## src/rtl/fifo_dma_pacer.sv

```systemverilog
module fifo_dma_pacer #(
  parameter int DEPTH    = 16,
  parameter int AFULL    = 15,
  parameter int CW       = 4,
  parameter int TICK_DIV = 1000000
) (
  input  logic          clk,
  input  logic          rst_n,
  input  logic          frame_rst,
  input  logic [CW-1:0] cfg_bursts,
  input  logic [CW-1:0] cfg_words,
  input  logic [7:0]    ctrl_data,
  input  logic          wr_en,
  input  logic          rd_en,
  output logic          dma_req_n,
  output logic [7:0]    ctrl_byte,
  output logic          burst_irq,
  output logic          frame_tick,
  output logic          fifo_empty,
  output logic          fifo_full,
  output logic          overflow
);
  localparam int OW = $clog2(DEPTH + 1);
  localparam int DW = $clog2(TICK_DIV);

  typedef enum logic [1:0] {S_IDLE, S_RUN, S_WAIT} st_t;
  st_t st;

  logic [OW-1:0] occ;
  logic [CW-1:0] blft, wcnt, wlim;
  logic [DW-1:0] div;

  wire wr_ok = wr_en && (occ != OW'(DEPTH));
  wire rd_ok = rd_en && (occ != '0);
  wire start = frame_rst || (st == S_WAIT && frame_tick);

  assign frame_tick = (div == DW'(TICK_DIV - 1));
  assign dma_req_n  = !(st == S_RUN && occ < OW'(AFULL));
  assign fifo_empty = (occ == '0);
  assign fifo_full  = (occ == OW'(DEPTH));

  always_ff @(posedge clk or negedge rst_n)
    if (!rst_n)                      div <= '0;
    else if (frame_rst || frame_tick) div <= '0;
    else                             div <= div + 1'b1;

  always_ff @(posedge clk or negedge rst_n)
    if (!rst_n)                occ <= '0;
    else if (start)            occ <= '0;
    else if (wr_ok && !rd_ok)  occ <= occ + 1'b1;
    else if (rd_ok && !wr_ok)  occ <= occ - 1'b1;

  always_ff @(posedge clk or negedge rst_n)
    if (!rst_n)                overflow <= 1'b0;
    else if (start)            overflow <= 1'b0;
    else if (wr_en && !wr_ok)  overflow <= 1'b1;

  always_ff @(posedge clk or negedge rst_n)
    if (!rst_n) begin
      st <= S_IDLE;
      blft <= '0;
      wcnt <= '0;
      wlim <= '0;
      ctrl_byte <= '0;
      burst_irq <= 1'b0;
    end else if (start) begin
      st <= S_RUN;
      blft <= cfg_bursts;
      wlim <= cfg_words;
      wcnt <= '0;
      ctrl_byte <= ctrl_data;
      burst_irq <= 1'b0;
    end else begin
      burst_irq <= 1'b0;
      if (st == S_RUN && wr_ok) begin
        if (wcnt == wlim) begin
          wcnt <= '0;
          if (blft == '0) st <= S_WAIT;
          else begin
            blft <= blft - 1'b1;
            burst_irq <= 1'b1;
            ctrl_byte <= ctrl_data;
          end
        end else wcnt <= wcnt + 1'b1;
      end
    end

  assert_step_R2: assert property (@(posedge clk) disable iff (!rst_n)
    !$past(start) |-> (occ == $past(occ) || occ == $past(occ) + 1'b1 || occ + 1'b1 == $past(occ)));

  assert_drop_R3: assert property (@(posedge clk) disable iff (!rst_n)
    $rose(overflow) |-> $past(wr_en && fifo_full));

  assert_empty_R4: assert property (@(posedge clk) disable iff (!rst_n)
    $fell(fifo_empty) |-> $past(wr_en));

  assert_start_clear_R5: assert property (@(posedge clk) disable iff (!rst_n)
    $past(start) |-> (fifo_empty && !overflow && !dma_req_n));

  assert_irq_load_R7: assert property (@(posedge clk) disable iff (!rst_n)
    burst_irq |-> ctrl_byte == $past(ctrl_data));

  assert_wait_quiet_R8: assert property (@(posedge clk) disable iff (!rst_n)
    (st == S_WAIT && !frame_tick && !frame_rst) |=> (dma_req_n && $stable(ctrl_byte)));
endmodule

```

## config.mk

```make
export PLATFORM = sky130hd
export DESIGN_NAME = fifo_dma_pacer
export DESIGN_NICKNAME = d
export VERILOG_FILES = /design/src/rtl/fifo_dma_pacer.sv
export SDC_FILE = /design/constraint.sdc
export NUM_CORES = 1
export LEC_CHECK = 0
export ABC_AREA = 1
export BUFFER_PORTS_ARGS = -buffer_cell sky130_fd_sc_hd__buf_2
export CORE_MARGIN = 5
export CORE_UTILIZATION = 45
export CTS_BUF_LIST = sky130_fd_sc_hd__clkbuf_8
export CTS_CLUSTER_DIAMETER = 200
export DETAILED_ROUTE_END_ITERATION = 10
export GPL_TIMING_DRIVEN = 0
export RECOVER_POWER = 50
export SKIP_LAST_GASP = 1
export SYNTH_ARGS = -nofsm -noshare
export SYNTH_HDL_FRONTEND = slang
export SYNTH_SLANG_ARGS = --single-unit
```

## constraint.sdc

```tcl
create_clock -name clk -period 5.6 [get_ports clk]
set_input_delay 1.68 -clock clk [delete_from_list [all_inputs] [get_ports clk]]
set_output_delay 1.68 -clock clk [all_outputs]
set_load 0.03 [all_outputs]
```

==> impl_metrics.tcl, run 1 <==
set metrics [dict create \
    status "finished with violations" \
    failed_checks "capacitance limit, slew limit" \
    fmax_ghz 0.271 \
    postCtsSetupBuffers 0 \
    syn_area_um2 2800 \
    yosys_register_bits 49 \
    path_cells "clkbuf_1" \
    power_density_nw_per_um2 355 \
    final_common_cell "nand2_1" \
    io_buffers 34 \
    drc_errors 0 \
    startpoint_type "input port" \
    cts_made_buffers 5 \
    grt_pass1_vias 2218 \
    syn_area_per_cell_um2 8.14 \
    finalWirelength_mm 5.77 \
    synthCells 344 \
    hold_buffers 0 \
    skew_ns 0.00401 \
    grt_use_total 0.165 \
    placed_cells 453 \
    grt_max_degree 50 \
    cts-htree-levels 2 \
    clkSinkCount 49 \
    core_area_um2 5990 \
    tightest_slew_ns 2.64 \
    synth_cell_types 30 \
    insertion_delay_ns 0.30 \
    end_kind "asynchronous set/reset pin" \
    finalInstanceArea_um2 3130 \
    setup_tns_ns 0 \
    rows 28 \
    clkTransAtPathRegs_ns 0.09 \
    final_cell_mix "nand2_1 (81), dfrtp_1 (49), nor2_1 (42), nand3_1 (40), inv_1 (40)" \
    drv_cap 1 \
    nets 414 \
    max_stage_delay_ns 1.83 \
    slowest_stage "clkbuf_1" \
    dp_hpwl_mm 4.25 \
    grt_remaining_overflow 0 \
    synthTopCellsByArea "dfrtp_1 (44%), nand2_1 (11%), nand3_1 (7.1%), nor2_1 (5.6%), inv_1 (5.1%)" \
    r2r_slack_ns 3.38 \
    drt-initial-drc-count 118 \
    cts_tree "yes" \
    dpl_cell_area_um2 3060 \
    synth.net_count 373 \
    antenna_found_initial 0 \
    wl_per_cell_um 12.5 \
    period_share 0.658 \
    ioPinCount 35 \
    vias 2307 \
    rr_worst_depth 13 \
    worstReg2RegEnd "occ[4]$_DFFE_PN0P_" \
    ctsRootBufferMaster "clkbuf_8" \
    final_layout_size_suffix_gt1_frac 0.166 \
    rr_startpoint "occ[0]$_DFFE_PN0P_" \
    initial_core_util 0.467 \
    clock_path_buffers 2 \
    max_slew_margin -0.758 \
    p_leak_nw 1.57 \
    crit_cells 1 \
    synth.largest_area_cell "dfrtp_1" \
    die-area_um2 7900 \
    cp.arrival_ns 3.55 \
    dr.pass1.iters 4 \
    cp_num_buf_inv 1 \
    grt_pass1_wl_mm 10.2 \
    cts-resized-gates 0 \
    place_congestion 0.817 \
    crit_required_ns 5.46 \
    num_antenna_cells 0 \
    avgViaCountPerCell 5.00 \
    finalWorstPathRequiredPeriod_ns 3.69 \
    ys.warnings.count 0 \
    finalSetupViolCount 0 \
    critical_path_peak_fanout 49 \
    synth_top_area_frac 0.438 \
    slew_violations 50 \
    crit_end "ctrl_byte[7]$_DFFE_PN0P_" \
    nFillCells 574 \
    die_h_um 88.9 \
    crit_family "buffers and inverters" \
    fin_cells 461 \
    rsz0062_at_grt "no" \
    ant_nets 0 \
    crit_path_start "rst_n" \
    ir_drop_mv 0.233 \
    holdWs_ns 0.502 \
    criticalPathCategory "input port to asynchronous set/reset pin" \
    syn_to_final_growth_pct 11.8 \
    finalPower_mw 1.11 \
    worstHoldPathType "flop to flop" \
    hold_viol 0 \
    chipWidth_um 88.9 \
    ys_seq_area_frac 0.438 \
]
==> worst min-delay path by stage <==
stage / startpoint / end / slack [ns] / depth (start not counted)
6_report: div[0]$_DFF_PN0_ / div[0]$_DFF_PN0_ / 0.50 / 1
5_1_grt: div[0]$_DFF_PN0_ / div[0]$_DFF_PN0_ / 0.53 / 1
4_1_cts: st[0]$_DFFE_PN0P_ / st[0]$_DFFE_PN0P_ / 0.51 / 2
3_5_place_dp: st[0]$_DFFE_PN0P_ / st[0]$_DFFE_PN0P_ / 0.48 / 2
3_3_place_gp: st[0]$_DFFE_PN0P_ / st[0]$_DFFE_PN0P_ / 0.48 / 2
2_1_floorplan: div[0]$_DFF_PN0_ / div[0]$_DFF_PN0_ / 0.46 / 1
==> area by class of cell <==
cell class | count | area (um2) | share of cell area
clock buffer | 5 | 68.8 | 0.0220
tap | 75 | 93.8 | 0.0300
buffer | 7 | 67.6 | 0.0216
clock inverter | 3 | 15.0 | 0.00480
timing repair buffer | 34 | 169 | 0.0540
sequential | 49 | 1230 | 0.392
multi-input combinational | 248 | 1330 | 0.426
inverter | 40 | 155 | 0.0496
==> metal layers <==
| metal | wire, um | track usage | vias up |
|---|---|---|---|
| li1 | - | - | 1189 |
| met1 | 2860 | 0.224 | 1077 |
| met2 | 2630 | 0.269 | 35 |
| met3 | 213 | 0.0298 | 6 |
| met4 | 72 | 0.0495 | 0 |
| met5 | 0 | 0 | - |
==> kinds of logic after synthesis <==
logic type               synth area share
adder cells (fa/ha/maj)            0.0384
XOR/XNOR                           0.0500
AO/OA/AOI/OAI                      0.0375
AND/OR/NAND/NOR                     0.356
buffers and inverters              0.0800
flip-flops                          0.438
==> per-stage QoR <==
stage	util	setup slack (ns)
after detailed placement	0.511	2.35
after global placement	0.511	2.39
after CTS	0.525	2.21
final	0.522	1.91
after floorplan	-	2.68
after global routing	0.522	1.31
==> state kept, by name, summed over array words and instances, names as in the netlist, 2 cells and up <==
register   cells
wcnt           4
ctrl_byte      8
div           20
blft           4
st             2
occ            5
wlim           4
==> where the power goes <==
part | switching (mW) | internal, mW | leakage (nW)
Combinational | 0.268 | 0.157 | 0.881
Sequential | 0.0615 | 0.420 | 0.642
Clock | 0.118 | 0.0850 | 0.0467
==> synth_stat cells <==
cell type,instances
nand2_1,80
dfrtp_1,49
nor2_1,42
nand3_1,40
inv_1,38
xor2_1,11
nand4_1,10
nor3_1,9
a21oi_1,7
ha_1,7
o21ai_0,7
nand3_2,5
xnor2_1,5
nand2_2,4
nor3b_1,4
buf_2,3
buf_6,3
o21ai_1,3
a31oi_1,2
nand2_8,2
nand3_4,2
nor2_2,2
nor3_2,2
buf_12,1
fa_1,1
inv_2,1
inv_6,1
nand3b_1,1
nor2_4,1
o211ai_1,1
Note: power is estimated with default switching activity, not from simulation.
==> run 2: changes to the inputs <==
Settings changed: PLACE_DENSITY set to 0.67.
Clock period 5.6 ns to 3.3 ns, I/O delays scaled along.
==> run 2 against run 1 <==
Net effect: the run now ends clean; count of clock-buffer cells in the layout unchanged; sequential cell count unchanged; non-clock buffer count unchanged; via count up 1.1%; register-to-register slack worse by 2.3 ns; core utilization down 0.19 points; worst setup slack worse by 1.4 ns; sequential share of layout area is 0.14 points higher; cell count did not move; global-route usage hardly changed; combinational power up 70%.
==> impl_metrics.tcl, run 2 (same netlist as run 1, synthesis figures left out) <==
set metrics [dict create \
    clockPowerShare 0.191 \
    placed_cells 453 \
    wl_per_cell_um 12.4 \
    final_cell_mix "nand2_1 (81), dfrtp_1 (49), nor2_1 (43), nand3_1 (41), inv_1 (38)" \
    slowest_stage "dfrtp_1" \
    clock_path_buffers 2 \
    netSwitchingFraction 0.407 \
    power_switching_mw 0.777 \
    dr.pass1.iters 4 \
    final.setup.worst_slack_ns 0.508 \
    grt_pass1_vias 2314 \
    seqPwrFrac 0.429 \
    finalSetupViolCount 0 \
    max_stage_delay_ns 0.42 \
    crit_required_ns 2.31 \
    post-place-ws_ns 0.779 \
    end_kind "primary output" \
    drv_cap 0 \
    core_area_um2 5990 \
    num_antenna_cells 0 \
    fin_util 0.520 \
    ioPinCount 35 \
    slew_violations 0 \
    drc_errors 0 \
    final_common_cell "nand2_1" \
    rows 28 \
    max_slew_margin 0.196 \
    worstHoldPathType "flop to flop" \
    insertion_delay_ns 0.31 \
    crit_family "simple AND/OR/NAND/NOR gates" \
    status "finished, final reports clean" \
    ant_nets 0 \
    chipWidth_um 88.9 \
    r2r_slack_ns 1.04 \
    grt_use_total 0.165 \
    skew_ns 0.00784 \
    finalWirelength_mm 5.72 \
    avgViaCountPerCell 5.06 \
    p_leak_nw 1.57 \
    worstReg2RegEnd "blft[2]$_DFFE_PN0P_" \
    startpoint_type "flop" \
    fin_cells 461 \
    cp_num_buf_inv 2 \
    min_to "div[9]$_DFF_PN0_" \
    antenna_found_initial 0 \
    die_h_um 88.9 \
    rr_worst_depth 9 \
    fmax_ghz 0.358 \
    grt_remaining_overflow 0 \
    cts-resized-gates 0 \
    cp.arrival_ns 1.80 \
    hold_buffers 0 \
    pwr-share-comb 0.380 \
    vias 2332 \
    hold_viol 0 \
    nets 414 \
    clkSinkCount 49 \
    power_density_nw_per_um2 612 \
    worstHoldPathCells 1 \
    die-area_um2 7900 \
    cts-htree-levels 2 \
    finalWorstPathRequiredPeriod_ns 2.79 \
    grt_max_degree 50 \
    reg_top3 "div (20), ctrl_byte (8), occ (5)" \
    path_cells "ha_1 > nand3_1 > nor2_1 > nand3_4 > inv_1 > buf_2" \
    crit_cells 6 \
    largest_reg_flops 20 \
    ir_drop_mv 0.388 \
    p_int_mw 1.13 \
    syn_to_final_growth_pct 11.3 \
    io_buffers 34 \
    hp-start "div[9]$_DFF_PN0_" \
    cts_tree "yes" \
    dp_hpwl_mm 4.22 \
    setup_tns_ns 0 \
    cts_made_buffers 5 \
    place_congestion 0.859 \
    criticalPathCategory "flop to primary output" \
    drt-initial-drc-count 85 \
    grt_pass1_wl_mm 10.3 \
    period_share 0.846 \
    rr_startpoint "div[0]$_DFF_PN0_" \
    tightest_slew_ns 1.21 \
    rsz0062_at_grt "no" \
    initial_core_util 0.467 \
    final_layout_size_suffix_gt1_frac 0.171 \
    clkTransAtPathRegs_ns 0.09 \
    largest_register "div" \
    postCtsSetupBuffers 0 \
    ctsRootBufferMaster "clkbuf_8" \
    critical_path_peak_fanout 4 \
]
run 2: worst max path at each step:
stage                           from                 end  slack, ns
floorplan                      wr_en  occ[4]$_DFFE_PN0P_       1.07
global placement               wr_en  occ[4]$_DFFE_PN0P_       0.82
detailed placement             wr_en  occ[4]$_DFFE_PN0P_       0.78
CTS                 div[0]$_DFF_PN0_          frame_tick       0.57
global route        div[0]$_DFF_PN0_          frame_tick       0.35
finish              div[0]$_DFF_PN0_          frame_tick       0.51
run 2: power groups by stage:
stage          registers, mW  clock network [mW]  logic (mW)
4_1_cts                0.817               0.384       0.737
3_5_place_dp           0.828                   0       0.735
3_3_place_gp           0.827                   0       0.713
6_report               0.818               0.365       0.725
5_1_grt                0.839               0.406       0.822
2_1_floorplan          0.887                   0       0.483
run 2: per-stage QoR:
step                      cell area, um2  power [mW]  hold slack (ns)
after floorplan                     2800        1.37            0.455
after global placement              3060        1.54            0.480
after detailed placement            3060        1.56            0.485
after CTS                           3150        1.94            0.506
after global routing                3120        2.07            0.534
final                               3120        1.91            0.498
run 2: worst register-to-register path, cell delays in order (launching register included):
cell	delay, ns
dfrtp_1	0.42
ha_1	0.25
nand3_1	0.21
nor2_1	0.25
nand3_4	0.12
nand2_1	0.41
nand2_8	0.15
buf_6	0.18
nand3_1	0.08
nand3_2	0.08
run 2: cell type report:
class                   count  area (um2)
flip-flops and latches     49        1230
fillers                   584        2870
repair buffers             34         170
well taps                  75        93.8
plain buffers               7        68.8
clock buffers               5        68.8
inverters                  40         155
multi-input cells         248        1310
clock inverters             3        21.3
run 2: layer usage:
layer | wire length, um | global-route usage | vias to the layer above | part of all wire
met5 | 0 | 0 | - | 0
met1 | 2690 | 0.217 | 1101 | 0.47
li1 | - | - | 1193 | -
met2 | 2780 | 0.267 | 34 | 0.49
met3 | 207 | 0.0475 | 4 | 0.036
met4 | 42 | 0.0398 | 0 | 0.0073
==> run 3: changes to the inputs <==
Settings changed: PLACE_DENSITY 0.67 to unset.
Clock period 3.3 ns to 2.7 ns, I/O delays scaled along.
==> run 3 against run 2 <==
Net effect: worst setup slack got worse by 0.33 ns; first-iteration DRC count grew 42%; critical endpoint unchanged; combinational power increased by 22%; hold slack improved by 0.0035 ns; highest routed layer unchanged; global-route usage about the same.
==> impl_metrics.tcl, run 3 (same netlist as run 1, synthesis figures left out) <==
set metrics [dict create \
    finalPower_mw 2.30 \
    post-place-ws_ns 0.322 \
    skew_ns 0.00339 \
    finalWirelength_mm 5.79 \
    ioPinCount 35 \
    largest_reg_flops 20 \
    final_common_cell "nand2_1" \
    largest_register "div" \
    dpl_cell_area_um2 3060 \
    end_kind "primary output" \
    grt_max_degree 50 \
    finalSetupViolCount 0 \
    slowest_stage "dfrtp_1" \
    io_buffers 34 \
    slew_violations 0 \
    holdWs_ns 0.502 \
    finalWorstPathRequiredPeriod_ns 2.52 \
    final_layout_size_suffix_gt1_frac 0.166 \
    cts_tree "yes" \
    antenna_found_initial 0 \
    nFillCells 575 \
    setup_tns_ns 0 \
    insertion_delay_ns 0.30 \
    grt_pass1_vias 2218 \
    startpoint_type "flop" \
    chipWidth_um 88.9 \
    die_h_um 88.9 \
    final_cell_mix "nand2_1 (81), dfrtp_1 (49), nor2_1 (43), nand3_1 (40), inv_1 (40)" \
    wl_per_cell_um 12.5 \
    regArea_um2 1230 \
    clkTransAtPathRegs_ns 0.09 \
    max_slew_margin 0.178 \
    cts_made_buffers 5 \
    vias 2300 \
    ctsRootBufferMaster "clkbuf_8" \
    cts-resized-gates 0 \
    criticalPathCategory "flop to primary output" \
    hold_viol 0 \
    timing.critical_path.mode_cell "nand3_4" \
    initial_core_util 0.467 \
    power_density_nw_per_um2 739 \
    drv_cap 0 \
    grt_remaining_overflow 0 \
    worstHoldPathType "flop to flop" \
    fin_util 0.521 \
    ir_drop_mv 0.483 \
    max_stage_delay_ns 0.40 \
    multi_input_area_um2 1320 \
    nets 414 \
    crit_required_ns 1.89 \
    dp_hpwl_mm 4.25 \
    grt_use_total 0.165 \
    rsz0062_at_grt "no" \
    avgViaCountPerCell 4.99 \
    status "finished, final reports clean" \
    clock_path_buffers 2 \
    period_share 0.932 \
    place_congestion 0.817 \
    critical_path_peak_fanout 4 \
    path_cells "ha_1 > nand3_4 > nor2_1 > nand3_4 > inv_1 > buf_2" \
    postCtsSetupBuffers 0 \
    fmax_ghz 0.397 \
    hold_buffers 0 \
    syn_to_final_growth_pct 11.4 \
    final.setup.worst_slack_ns 0.183 \
    tightest_slew_ns 1.23 \
    core_area_um2 5990 \
    dr.pass1.iters 4 \
    p_leak_nw 1.57 \
    placed_cells 453 \
    ant_nets 0 \
    cp.arrival_ns 1.71 \
    fin_cells 461 \
    drt-initial-drc-count 121 \
    die-area_um2 7900 \
    drc_errors 0 \
    clkSinkCount 49 \
    rows 28 \
    num_antenna_cells 0 \
    reg_top3 "div (20), ctrl_byte (8), occ (5)" \
    grt_pass1_wl_mm 10.2 \
    cts-htree-levels 2 \
    finalInstanceArea_um2 3120 \
]
-- run 3: cell count changes in the layout (fill, tap and decap cells not counted) --
| cell | before | now |
|---|---|---|
| nor3_1 | 9 | 10 |
| nand3_4 | 1 | 2 |
| nand3_1 | 41 | 40 |
| inv_6 | 2 | 1 |
| inv_1 | 38 | 40 |
| nor3_2 | 2 | 1 |
| clkinv_2 | 1 | 0 |
-- run 3: report_power, final --
group	switching [mW]	total, mW	internal [mW]
Clock	0.247	0.423	0.176
Sequential	0.128	0.998	0.871
Combinational	0.556	0.883	0.327
-- run 3: final timing paths --
check	startpoint	end	slack, ns	depth (start not counted)
worst min-delay path	div[0]$_DFF_PN0_	div[0]$_DFF_PN0_	0.50	1
worst max register to register	occ[0]$_DFFE_PN0P_	occ[4]$_DFFE_PN0P_	0.49	13
worst max-delay path	div[0]$_DFF_PN0_	frame_tick	0.18	6
worst min register to register	div[0]$_DFF_PN0_	div[0]$_DFF_PN0_	0.50	1
max in group asynchronous	rst_n	ctrl_byte[7]$_DFFE_PN0P_	1.20	1
min in group asynchronous	rst_n	div[12]$_DFF_PN0_	0.75	1
-- run 3: area by class of cell --
type | count | share of cell area
Multi-Input combinational cell | 248 | 0.424
Sequential cell | 49 | 0.393
Timing Repair Buffer | 34 | 0.0546
Inverter | 40 | 0.0497
Tap cell | 75 | 0.0301
Clock buffer | 5 | 0.0221
Buffer | 7 | 0.0221
Clock inverter | 3 | 0.00481
-- run 3: worst max-delay path, delay by kind of cell (launching register included) --
family / cells / cell delay, ns
simple gates: 3 / 0.47
fa+ha+maj: 1 / 0.29
flops: 1 / 0.40
buf+inv: 2 / 0.24
-- run 3: per-layer routing --
| metal | share of wire | GRT usage |
|---|---|---|
| met5 | 0 | 0 |
| met4 | 0.012 | 0.0495 |
| met3 | 0.039 | 0.0298 |
| met2 | 0.46 | 0.269 |
| met1 | 0.49 | 0.224 |
